`config.mk`:
```
export PLATFORM = sky130hd
export DESIGN_NAME = serial_rx_core
export DESIGN_NICKNAME = d
export VERILOG_FILES = /design/src/rtl/srx_pkg.sv /design/src/rtl/srx_sync.sv /design/src/rtl/srx_frame.sv /design/src/rtl/srx_flags.sv /design/src/rtl/serial_rx_core.sv
export SDC_FILE = /design/constraint.sdc
export NUM_CORES = 1
export LEC_CHECK = 0
export ABC_AREA = 1
export BUFFER_PORTS_ARGS = -buffer_cell sky130_fd_sc_hd__buf_2
export CORE_MARGIN = 3
export CORE_UTILIZATION = 51
export DETAILED_ROUTE_END_ITERATION = 6
export PLACE_DENSITY = 0.81
export SLEW_MARGIN = 20
export SYNTH_ARGS = -nofsm -noshare
export SYNTH_HDL_FRONTEND = slang
export SYNTH_SLANG_ARGS = --single-unit
```
`constraint.sdc`:
```
create_clock -name clk -period 1.3 [get_ports clk]
set_input_delay 0.13 -clock clk [delete_from_list [all_inputs] [get_ports clk]]
set_output_delay 0.13 -clock clk [all_outputs]
set_load 0.01 [all_outputs]
```
`src/rtl/srx_pkg.sv`:
```
package srx_pkg;

   typedef enum logic [2:0] {
      ST_WAIT,
      ST_START,
      ST_DATA,
      ST_PAR,
      ST_STOP
   } srx_state_e;

   typedef struct packed {
      logic fe;
      logic pe;
   } srx_err_t;

endpackage

```
`src/rtl/srx_sync.sv`:
```
module srx_sync #(
   parameter int STAGES    = 2,
   parameter bit RESET_VAL = 1'b1
) (
   input  logic clk,
   input  logic rst_n,
   input  logic din,
   output logic dout
);

   logic [STAGES-1:0] chain;

   genvar gi;
   generate
      for (gi = 0; gi < STAGES; gi++) begin : g_stage
         if (gi == 0) begin : g_first
            always_ff @(posedge clk or negedge rst_n) begin
               if (!rst_n) chain[0] <= RESET_VAL;
               else        chain[0] <= din;
            end
         end else begin : g_next
            always_ff @(posedge clk or negedge rst_n) begin
               if (!rst_n) chain[gi] <= RESET_VAL;
               else        chain[gi] <= chain[gi-1];
            end
         end
      end
   endgenerate

   assign dout = chain[STAGES-1];

endmodule

```
`src/rtl/srx_frame.sv`:
```
module srx_frame
   import srx_pkg::*;
#(
   parameter int DATA_W         = 8,
   parameter int OVERSAMPLE     = 16,
   parameter bit PARITY_SUPPORT = 1'b1
) (
   input  logic              clk,
   input  logic              rst_n,
   input  logic              tick,
   input  logic              rx_s,
   input  logic              par_en,
   input  logic              par_odd,
   output logic              done,
   output logic [DATA_W-1:0] word,
   output srx_err_t          err
);

   localparam int CNT_W = $clog2(OVERSAMPLE);
   localparam int BIT_W = (DATA_W > 2) ? $clog2(DATA_W) : 1;
   localparam logic [CNT_W-1:0] CNT_MID  = CNT_W'(OVERSAMPLE / 2 - 1);
   localparam logic [CNT_W-1:0] CNT_FULL = CNT_W'(OVERSAMPLE - 1);
   localparam logic [BIT_W-1:0] BIT_LAST = BIT_W'(DATA_W - 1);

   srx_state_e        state;
   logic [CNT_W-1:0]  cnt;
   logic [BIT_W-1:0]  bidx;
   logic [DATA_W-1:0] shreg;
   logic              pbit;
   logic              par_use;
   logic              at_centre;

   generate
      if (PARITY_SUPPORT) begin : g_par
         assign par_use = par_en;
      end else begin : g_nopar
         assign par_use = 1'b0;
      end
   endgenerate

   assign at_centre = (cnt == CNT_FULL);

   always_ff @(posedge clk or negedge rst_n) begin
      if (!rst_n) begin
         state  <= ST_WAIT;
         cnt    <= '0;
         bidx   <= '0;
         shreg  <= '0;
         pbit   <= 1'b0;
         done   <= 1'b0;
         err    <= '0;
      end else begin
         done <= 1'b0;
         if (tick) begin
            case (state)
               ST_WAIT: begin
                  if (!rx_s) begin
                     cnt   <= '0;
                     state <= ST_START;
                  end
               end
               ST_START: begin
                  if (cnt == CNT_MID) begin
                     cnt  <= '0;
                     bidx <= '0;
                     if (rx_s) state <= ST_WAIT;
                     else      state <= ST_DATA;
                  end else begin
                     cnt <= cnt + 1'b1;
                  end
               end
               ST_DATA: begin
                  if (at_centre) begin
                     cnt   <= '0;
                     shreg <= {rx_s, shreg[DATA_W-1:1]};
                     if (bidx == BIT_LAST) state <= par_use ? ST_PAR : ST_STOP;
                     else                  bidx  <= bidx + 1'b1;
                  end else begin
                     cnt <= cnt + 1'b1;
                  end
               end
               ST_PAR: begin
                  if (at_centre) begin
                     cnt   <= '0;
                     pbit  <= rx_s;
                     state <= ST_STOP;
                  end else begin
                     cnt <= cnt + 1'b1;
                  end
               end
               ST_STOP: begin
                  if (at_centre) begin
                     cnt    <= '0;
                     state  <= ST_WAIT;
                     done   <= 1'b1;
                     err.fe <= ~rx_s;
                     err.pe <= par_use & ((^shreg ^ pbit) != par_odd);
                  end else begin
                     cnt <= cnt + 1'b1;
                  end
               end
               default: state <= ST_WAIT;
            endcase
         end
      end
   end

   assign word = shreg;

endmodule

```
`src/rtl/srx_flags.sv`:
```
module srx_flags
   import srx_pkg::*;
#(
   parameter int DATA_W = 8
) (
   input  logic              clk,
   input  logic              rst_n,
   input  logic              done,
   input  logic [DATA_W-1:0] word,
   input  srx_err_t          err,
   input  logic              clr_ready,
   input  logic              clr_overrun,
   input  logic              clr_frame,
   input  logic              clr_parity,
   output logic [DATA_W-1:0] data_q,
   output logic              ready,
   output logic              overrun,
   output logic              frame_err,
   output logic              parity_err
);

   always_ff @(posedge clk or negedge rst_n) begin
      if (!rst_n) begin
         data_q     <= '0;
         ready      <= 1'b0;
         overrun    <= 1'b0;
         frame_err  <= 1'b0;
         parity_err <= 1'b0;
      end else begin
         if (clr_ready)   ready      <= 1'b0;
         if (clr_overrun) overrun    <= 1'b0;
         if (clr_frame)   frame_err  <= 1'b0;
         if (clr_parity)  parity_err <= 1'b0;
         if (done) begin
            if (err.fe) frame_err  <= 1'b1;
            if (err.pe) parity_err <= 1'b1;
            if (ready) begin
               overrun <= 1'b1;
               ready   <= 1'b1;
            end else begin
               data_q <= word;
               if (!err.fe && !err.pe) ready <= 1'b1;
            end
         end
      end
   end

endmodule

```
`src/rtl/serial_rx_core.sv`:
```
module serial_rx_core
   import srx_pkg::*;
#(
   parameter int DATA_W         = 8,
   parameter int OVERSAMPLE     = 16,
   parameter int SYNC_STAGES    = 2,
   parameter bit PARITY_SUPPORT = 1'b1
) (
   input  logic              clk,
   input  logic              rst_n,
   input  logic              tick16,
   input  logic              rx_pin,
   input  logic              par_en,
   input  logic              par_odd,
   input  logic              clr_ready,
   input  logic              clr_overrun,
   input  logic              clr_frame,
   input  logic              clr_parity,
   output logic [DATA_W-1:0] rx_data,
   output logic              flag_ready,
   output logic              flag_overrun,
   output logic              flag_frame,
   output logic              flag_parity,
   output logic              line_level
);

   generate
      if (OVERSAMPLE < 4 || (OVERSAMPLE % 2) != 0) begin : g_bad_os
         $error("OVERSAMPLE must be even and at least 4");
      end
      if (DATA_W < 2) begin : g_bad_dw
         $error("DATA_W must be at least 2");
      end
      if (SYNC_STAGES < 2) begin : g_bad_sync
         $error("SYNC_STAGES must be at least 2");
      end
   endgenerate

   logic              rx_s;
   logic              frm_done;
   logic [DATA_W-1:0] frm_word;
   srx_err_t          frm_err;

   srx_sync #(
      .STAGES    (SYNC_STAGES),
      .RESET_VAL (1'b1)
   ) u_sync (
      .clk   (clk),
      .rst_n (rst_n),
      .din   (rx_pin),
      .dout  (rx_s)
   );

   srx_frame #(
      .DATA_W         (DATA_W),
      .OVERSAMPLE     (OVERSAMPLE),
      .PARITY_SUPPORT (PARITY_SUPPORT)
   ) u_frame (
      .clk     (clk),
      .rst_n   (rst_n),
      .tick    (tick16),
      .rx_s    (rx_s),
      .par_en  (par_en),
      .par_odd (par_odd),
      .done    (frm_done),
      .word    (frm_word),
      .err     (frm_err)
   );

   srx_flags #(
      .DATA_W (DATA_W)
   ) u_flags (
      .clk         (clk),
      .rst_n       (rst_n),
      .done        (frm_done),
      .word        (frm_word),
      .err         (frm_err),
      .clr_ready   (clr_ready),
      .clr_overrun (clr_overrun),
      .clr_frame   (clr_frame),
      .clr_parity  (clr_parity),
      .data_q      (rx_data),
      .ready       (flag_ready),
      .overrun     (flag_overrun),
      .frame_err   (flag_frame),
      .parity_err  (flag_parity)
   );

   assign line_level = rx_s;

endmodule

```
Word-level counts from Yosys, hierarchy flattened --
Cells that the tools add are included.
Storage, ports and cells: register bits after elaboration 36, latch bits 0, bits in writable memories 0, bits in read-only memories 0, input bits 10, output and inout bits 13, logic and storage cells 84, memories 0
Operators by class: add/subtract/negate cells 2, multiply operators 0, div/mod/pow operators 0, $lt $le $gt $ge 0, equal/unequal tests 15, shift-type cells 0, multiplexer cells 33, bitwise logic cells 4, reduce and logical (&&, ||, !) cells 15
Operator list (count):
- 3-bit two-way mux | 10
- 1-bit two-way mux | 16
- 3-bit case mux with 5 select lines | 1
- 4-bit two-way mux | 3
- 4-bit case mux with 3 select lines | 1
- 3-bit AND reduction | 4
- 2-bit by 1-bit != test with 1-bit output (second input constant) | 5
- 8-bit XOR reduction | 1
- 7-bit AND reduction | 1
- 3-bit by 2-bit equality test with 1-bit output (second input constant) | 2
- 3-bit equality test (second input constant) | 2
- 3-bit case mux with 2 select lines | 1
- 5-bit AND reduction | 1
- 4-bit by 1-bit adder with 4-bit output (second input constant) | 1
- 4-bit by 3-bit equality test with 1-bit output (second input constant) | 1
- 4-bit equality test (second input constant) | 1
- 2-bit != test (second input constant) | 2
- 3-bit by 1-bit adder with 3-bit output (second input constant) | 1
- 3-bit by 1-bit equality test with 1-bit output (second input constant) | 1
- 3-bit logical NOT | 1
- 3-bit nonzero test | 1
- 3-bit OR reduction | 1
- 1-bit logical NOT | 2
- 2-bit two-way mux | 1
- 7 further kinds | 8

Depth between registers and ports, before layout --
word-level depth 5, gate-level depth with buffers 11, gate-level depth less buffers 11

Cells and area by module --
From an unflattened synthesis, not the netlist that was laid out.
Unflattened totals: cell total of the unflattened synthesis 227, area, all modules 1823.0 um^2
By module, submodules not included:
- srx_frame | instances 1, cells each 170, area an instance 1286.2 um^2
- srx_flags | instances 1, cells each 55, area an instance 484.2 um^2
- srx_sync | instances 1, cells each 2, area an instance 52.6 um^2

Worst setup path before layout --
Ideal clock, no wire load.
path kind register to register, start point register u_frame.cnt[0], end point register u_frame.shreg[6] (netlist: u_frame.word[6]), arrival 1220 ps, required time 1174 ps, setup slack -46 ps, stages on the path, launching flop included 10, clock period less this slack 1346 ps, path through dfrtp_1 > ha_1 > nand2_1 > nor2_1 > inv_1 > nor2_4 > nand2_4 > buf_6 > nand2_1 > o21ai_0
On the way: cells in the longest elaborated chain, start to end 2
RTL lines:
- start, declared | line srx_frame.sv:26 | logic [CNT_W-1:0] cnt;
- start signal, assigned | line srx_frame.sv:69 | cnt <= cnt + 1'b1;
- start signal, assigned | line srx_frame.sv:79 | cnt <= cnt + 1'b1;
- start signal, assigned | line srx_frame.sv:88 | cnt <= cnt + 1'b1;
- 4-bit equality test | line srx_frame.sv:41 | assign at_centre = (cnt == CNT_FULL);
- 3-bit AND reduction (no source line)
- end signal, assigned | line srx_frame.sv:75 | shreg <= {rx_s, shreg[DATA_W-1:1]};
- end, declared | line srx_frame.sv:28 | logic [DATA_W-1:0] shreg;
No other way between the ends. A chain may end at the register's enable or synchronous reset.

Worst setup path in the final report --
start point register u_frame.cnt[1], end point register u_frame.bidx[1]
On the way: cells in the longest elaborated chain, start to end 3, elaborated cells between the ends (all ways) 5
RTL lines:
- 4-bit equality test or 4-bit by 3-bit equality test with 1-bit output (tied branches) | line srx_frame.sv:41, srx_frame.sv:63
- 2-bit by 1-bit != test with 1-bit output (no source line)
- 5-bit AND reduction (no source line) *
- end signal, assigned | line srx_frame.sv:77 | else bidx <= bidx + 1'b1;
- end, declared | line srx_frame.sv:27 | logic [BIT_W-1:0] bidx;
Every way passes the cells marked *; elsewhere a longest branch is shown, timed or not.

==> flow_summary.toml <==
[place]
hpwl_detailed_mm = 2.35
place_congestion = 0.803
place_area_sq_um = 2000
port_buffers = 22
dpl_worst_slack_ns = -0.102

[route]
dr.first_iter.drc_count = 53
wirelength_mm = 3.63
drtAntennaViolNets = 0
wl_per_cell_microns = 12.0
vias_per_cell = 4.84
drc_violation_count_after_routing = 0
routed-via-count = 1462
first_pass_iters = 4

[timing]
achievable-frequency_mhz = 693
finalCritPeriodShare_pct = 111
skew_ns = 0.00922
timing.final.max_slew_violations = 0
rsz0062_at_grt = "true"
slew_headroom_pct = 70.9
min_period_ns = 1.44
hold_viol_final = 0
tns_ns = -1.49
final-setup-viol-count = 18
max_slew.worst_pin.slew_ns = 0.436
setup_ws_ns = -0.144
hold-worst-slack_ns = 0.0517

[pwr]
vdd.ir_drop.worst_mv = 1.21
powerDensity_nw_per_um2 = 1460
leakage_nw = 1.15

[finish]
layout_cell_share_with_drive_strength_beyond_1_pct = 32.6
n_antenna_cell = 0
post-route-util_pct = 71.4
area.growth.synth_to_final_pct = 28.6
nets = 270
post-route-cell-area_sq_um = 2270

[cts]
path_clk_slew_ns = 0.11
cts_htree_levels = 2
clock_latency_ns = 0.34
clock_sinks = 36
cts_inserted_buffers = 5
clock_tree_from_tritoncts = "yes"
cts_root_buf = "sky130_fd_sc_hd__clkbuf_4"
cts_max_path_buffers = 2

[synth]
post_synth_num_cell_types = 30
synthesis.nets = 222
synth-seq-cells = 36
xor_xnor_share_of_the_synthesized_area_pct = 2.48
mux_share_of_post_synthesis_cell_area_pct = 0
post_synth_simple_gate_area_pct = 22.9
synth_cells = 209
synthesis.yosys.warnings = 0
synthesis.area_per_instance_sq_um = 8.44
synth.yosys.seq_area_share_pct = 51.2
synth_fa_ha_area_share_pct = 2.13
syn_area_sq_um = 1760
synth-compound-area-share_pct = 13.6
main_combinational_cell_family_by_area_after_synthesis = "simple AND/OR/NAND/NOR gates"

[critical_path]
cp_max_fo = 6
reg2reg_from = "u_frame.cnt[1]$_DFFE_PN0P_"
cp.required_ns = 1.53
cp_cell_sequence = "ha_2, nand2_4, nor2_4, inv_4, nand2_1, nand4_1, nand2_1, o21ai_1"
timing.reg2reg.setup_slack_ns = -0.14
worst_setup_path_end_kind = "flip-flop"
critical_path.startpoint_type = "flip-flop"
worst-setup-path-type = "flip-flop to flip-flop"
critPathMaxStageDelay_ns = 0.37
worst_path_most_repeated_cell = "sky130_fd_sc_hd__nand2_1"
standard_cell_with_the_maximum_stage_delay_on_the_critical_path = "sky130_fd_sc_hd__dfrtp_1"
startpoint = "u_frame.cnt[1]$_DFFE_PN0P_"
worst-endpoint-arrival_ns = 1.67

[grt]
grt_start_max_net_pins = 37
all_layer_global_routing_usage_pct = 18.1
grt_pass1_vias = 1348
grt_antenna_before_repair = 0
grt_first_pass_wirelength_mm = 5.82
grt.overflow.total = 0

[status]
outcome = "finished, violations left"
failed_checks = "setup timing"

[job]
drv_cap = 0

[floorplan]
chipWidth_microns = 64.8
std_cell_rows = 20
placeableCoreArea_sq_um = 3180
initial_util_pct = 55.5
fp.dieH_microns = 64.8
die_outline_area_sq_um = 4200
design.portCount = 23

[min_path]
launch_point_of_the_worst_hold_path = "clr_ready"
hold_path_class = "primary input to flip-flop"
## flip-flops by register name (all words and copies together), names as in the netlist
name                cells
u_frame.state           3
u_flags.data_q          8
u_sync.dout             1
u_frame.err             2
u_sync.chain            1
u_flags.parity_err      1
u_frame.word            8
u_frame.done            1
u_frame.pbit            1
u_flags.overrun         1
u_frame.cnt             4
u_flags.frame_err       1
u_frame.bidx            3
u_flags.ready           1
## cell type report
type,instances,area [sq um]
Clock inverter,2,35.0
Clock buffer,6,41.3
Tap cell,44,55.1
Fill cell,223,910
Sequential cell,36,906
Timing Repair Buffer,43,294
Multi-Input combinational cell,139,815
Inverter,32,123
## cell usage after synthesis
| cell type | number | area [sq um] |
|---|---|---|
| sky130_fd_sc_hd__inv_1 | 27 | 101 |
| sky130_fd_sc_hd__a22oi_1 | 1 | 7.51 |
| sky130_fd_sc_hd__nand3_2 | 3 | 30.0 |
| sky130_fd_sc_hd__dfrtp_1 | 34 | 851 |
| sky130_fd_sc_hd__ha_1 | 3 | 37.5 |
| sky130_fd_sc_hd__o21ai_0 | 17 | 85.1 |
| sky130_fd_sc_hd__nand3_1 | 4 | 20.0 |
| sky130_fd_sc_hd__o31ai_1 | 1 | 7.51 |
| sky130_fd_sc_hd__dfstp_2 | 2 | 52.6 |
| sky130_fd_sc_hd__nor2_1 | 10 | 37.5 |
| sky130_fd_sc_hd__or2_1 | 1 | 6.26 |
| sky130_fd_sc_hd__xnor2_1 | 3 | 26.3 |
| sky130_fd_sc_hd__a21oi_1 | 2 | 10.0 |
| sky130_fd_sc_hd__buf_6 | 1 | 11.3 |
| sky130_fd_sc_hd__nor2_4 | 2 | 22.5 |
| sky130_fd_sc_hd__inv_2 | 5 | 18.8 |
| sky130_fd_sc_hd__nor3_1 | 1 | 5.00 |
| sky130_fd_sc_hd__o21ai_1 | 10 | 50.1 |
| sky130_fd_sc_hd__xor2_1 | 2 | 17.5 |
| sky130_fd_sc_hd__o22ai_1 | 2 | 12.5 |
| sky130_fd_sc_hd__nand2_4 | 1 | 11.3 |
| sky130_fd_sc_hd__clkbuf_1 | 1 | 3.75 |
| sky130_fd_sc_hd__nand2_2 | 3 | 18.8 |
| sky130_fd_sc_hd__a31oi_1 | 1 | 6.26 |
| sky130_fd_sc_hd__o21ai_2 | 4 | 35.0 |
| sky130_fd_sc_hd__a21boi_4 | 1 | 18.8 |
| sky130_fd_sc_hd__nand4_1 | 1 | 6.26 |
| sky130_fd_sc_hd__o211ai_1 | 1 | 7.51 |
| sky130_fd_sc_hd__or2_2 | 1 | 6.26 |
| sky130_fd_sc_hd__nand2_1 | 64 | 240 |
## layout by cell type, fill, tap and decap left out, types with 2 or more instances in the layout
cell type | Yosys | layout
sky130_fd_sc_hd__xor2_1 | 2 | 2
sky130_fd_sc_hd__nand2_4 | 1 | 3
sky130_fd_sc_hd__inv_2 | 5 | 6
sky130_fd_sc_hd__xnor2_1 | 3 | 3
sky130_fd_sc_hd__o22ai_1 | 2 | 2
sky130_fd_sc_hd__buf_4 | 0 | 14
sky130_fd_sc_hd__dfstp_2 | 2 | 2
sky130_fd_sc_hd__nand2_2 | 3 | 6
sky130_fd_sc_hd__buf_2 | 0 | 21
sky130_fd_sc_hd__o21ai_2 | 4 | 4
sky130_fd_sc_hd__nand2_1 | 64 | 59
sky130_fd_sc_hd__nor2_1 | 10 | 7
sky130_fd_sc_hd__dfrtp_2 | 0 | 2
sky130_fd_sc_hd__o21ai_1 | 10 | 14
sky130_fd_sc_hd__o21ai_0 | 17 | 12
sky130_fd_sc_hd__nand3_4 | 0 | 2
sky130_fd_sc_hd__inv_1 | 27 | 25
sky130_fd_sc_hd__nor2_4 | 2 | 4
sky130_fd_sc_hd__buf_6 | 1 | 3
sky130_fd_sc_hd__clkbuf_4 | 0 | 5
sky130_fd_sc_hd__a21oi_1 | 2 | 2
sky130_fd_sc_hd__dfrtp_1 | 34 | 32
sky130_fd_sc_hd__dlygate4sd3_1 | 0 | 5
sky130_fd_sc_hd__ha_2 | 0 | 2
sky130_fd_sc_hd__nand3_1 | 4 | 4
## power breakdown
| group | leakage, nW | switching, mW | internal [mW] | total (mW) |
|---|---|---|---|---|
| Sequential | 0.489 | 0.0982 | 1.21 | 1.31 |
| Clock | 0.0422 | 0.373 | 0.403 | 0.776 |
| Combinational | 0.624 | 0.645 | 0.582 | 1.23 |
| Total | 1.15 | 1.12 | 2.20 | 3.31 |
## metrics by stage
| step | power (mW) | instances |
|---|---|---|
| global placement | 2.19 | 283 |
| CTS | 3.03 | 298 |
| finish | 3.32 | 302 |
| detailed placement | 2.20 | 283 |
| global route | 3.51 | 302 |
| floorplan | 1.89 | 209 |
## worst max-delay path: cells and delay by family, from the launching register on
kind,cells,cell delay [ns]
AOI/OAI and AO/OA,1,0.08
buffers and inverters,1,0.06
and+or+nand+nor,5,0.60
adders and majority gates,1,0.22
DFF,1,0.37
## worst paths after layout
kind                                                 endpoint  cells past startpoint
worst max-delay path              u_frame.bidx[1]$_DFFE_PN0P_                      8
min in group asynchronous       u_flags.data_q[4]$_DFFE_PN0P_                      3
worst min-delay path                  u_flags.ready$_DFF_PN0_                      4
max in group asynchronous        u_frame.state[1]$_DFFE_PN0P_                      3
worst max register to register    u_frame.bidx[1]$_DFFE_PN0P_                      8
worst min register to register          u_sync.dout$_DFF_PN1_                      0
## timing repair
item,in CTS,in global routing
setup endpoints to repair,20,22
resized for setup,3,22
setup buffers,2,4
cloned,0,0
pin swaps,8,15
hold endpoints to repair,38,0
hold buffers,5,0
## cells by family after synthesis
| group | Yosys count |
|---|---|
| xor+xnor | 5 |
| buf+inv | 34 |
| fa+ha+maj | 3 |
| flops | 36 |
| simple gates | 91 |
| compound gates | 40 |
## per-layer routing
| metal | GRT usage (%) | part of all wire, % | vias up |
|---|---|---|---|
| li1 | - | - | 754 |
| met1 | 23.4 | 47 | 669 |
| met2 | 28.5 | 47 | 33 |
| met3 | 4.68 | 5.0 | 6 |
| met4 | 7.92 | 1.5 | 0 |
| met5 | 0 | 0 | - |
(Power assumes the default switching activity.)
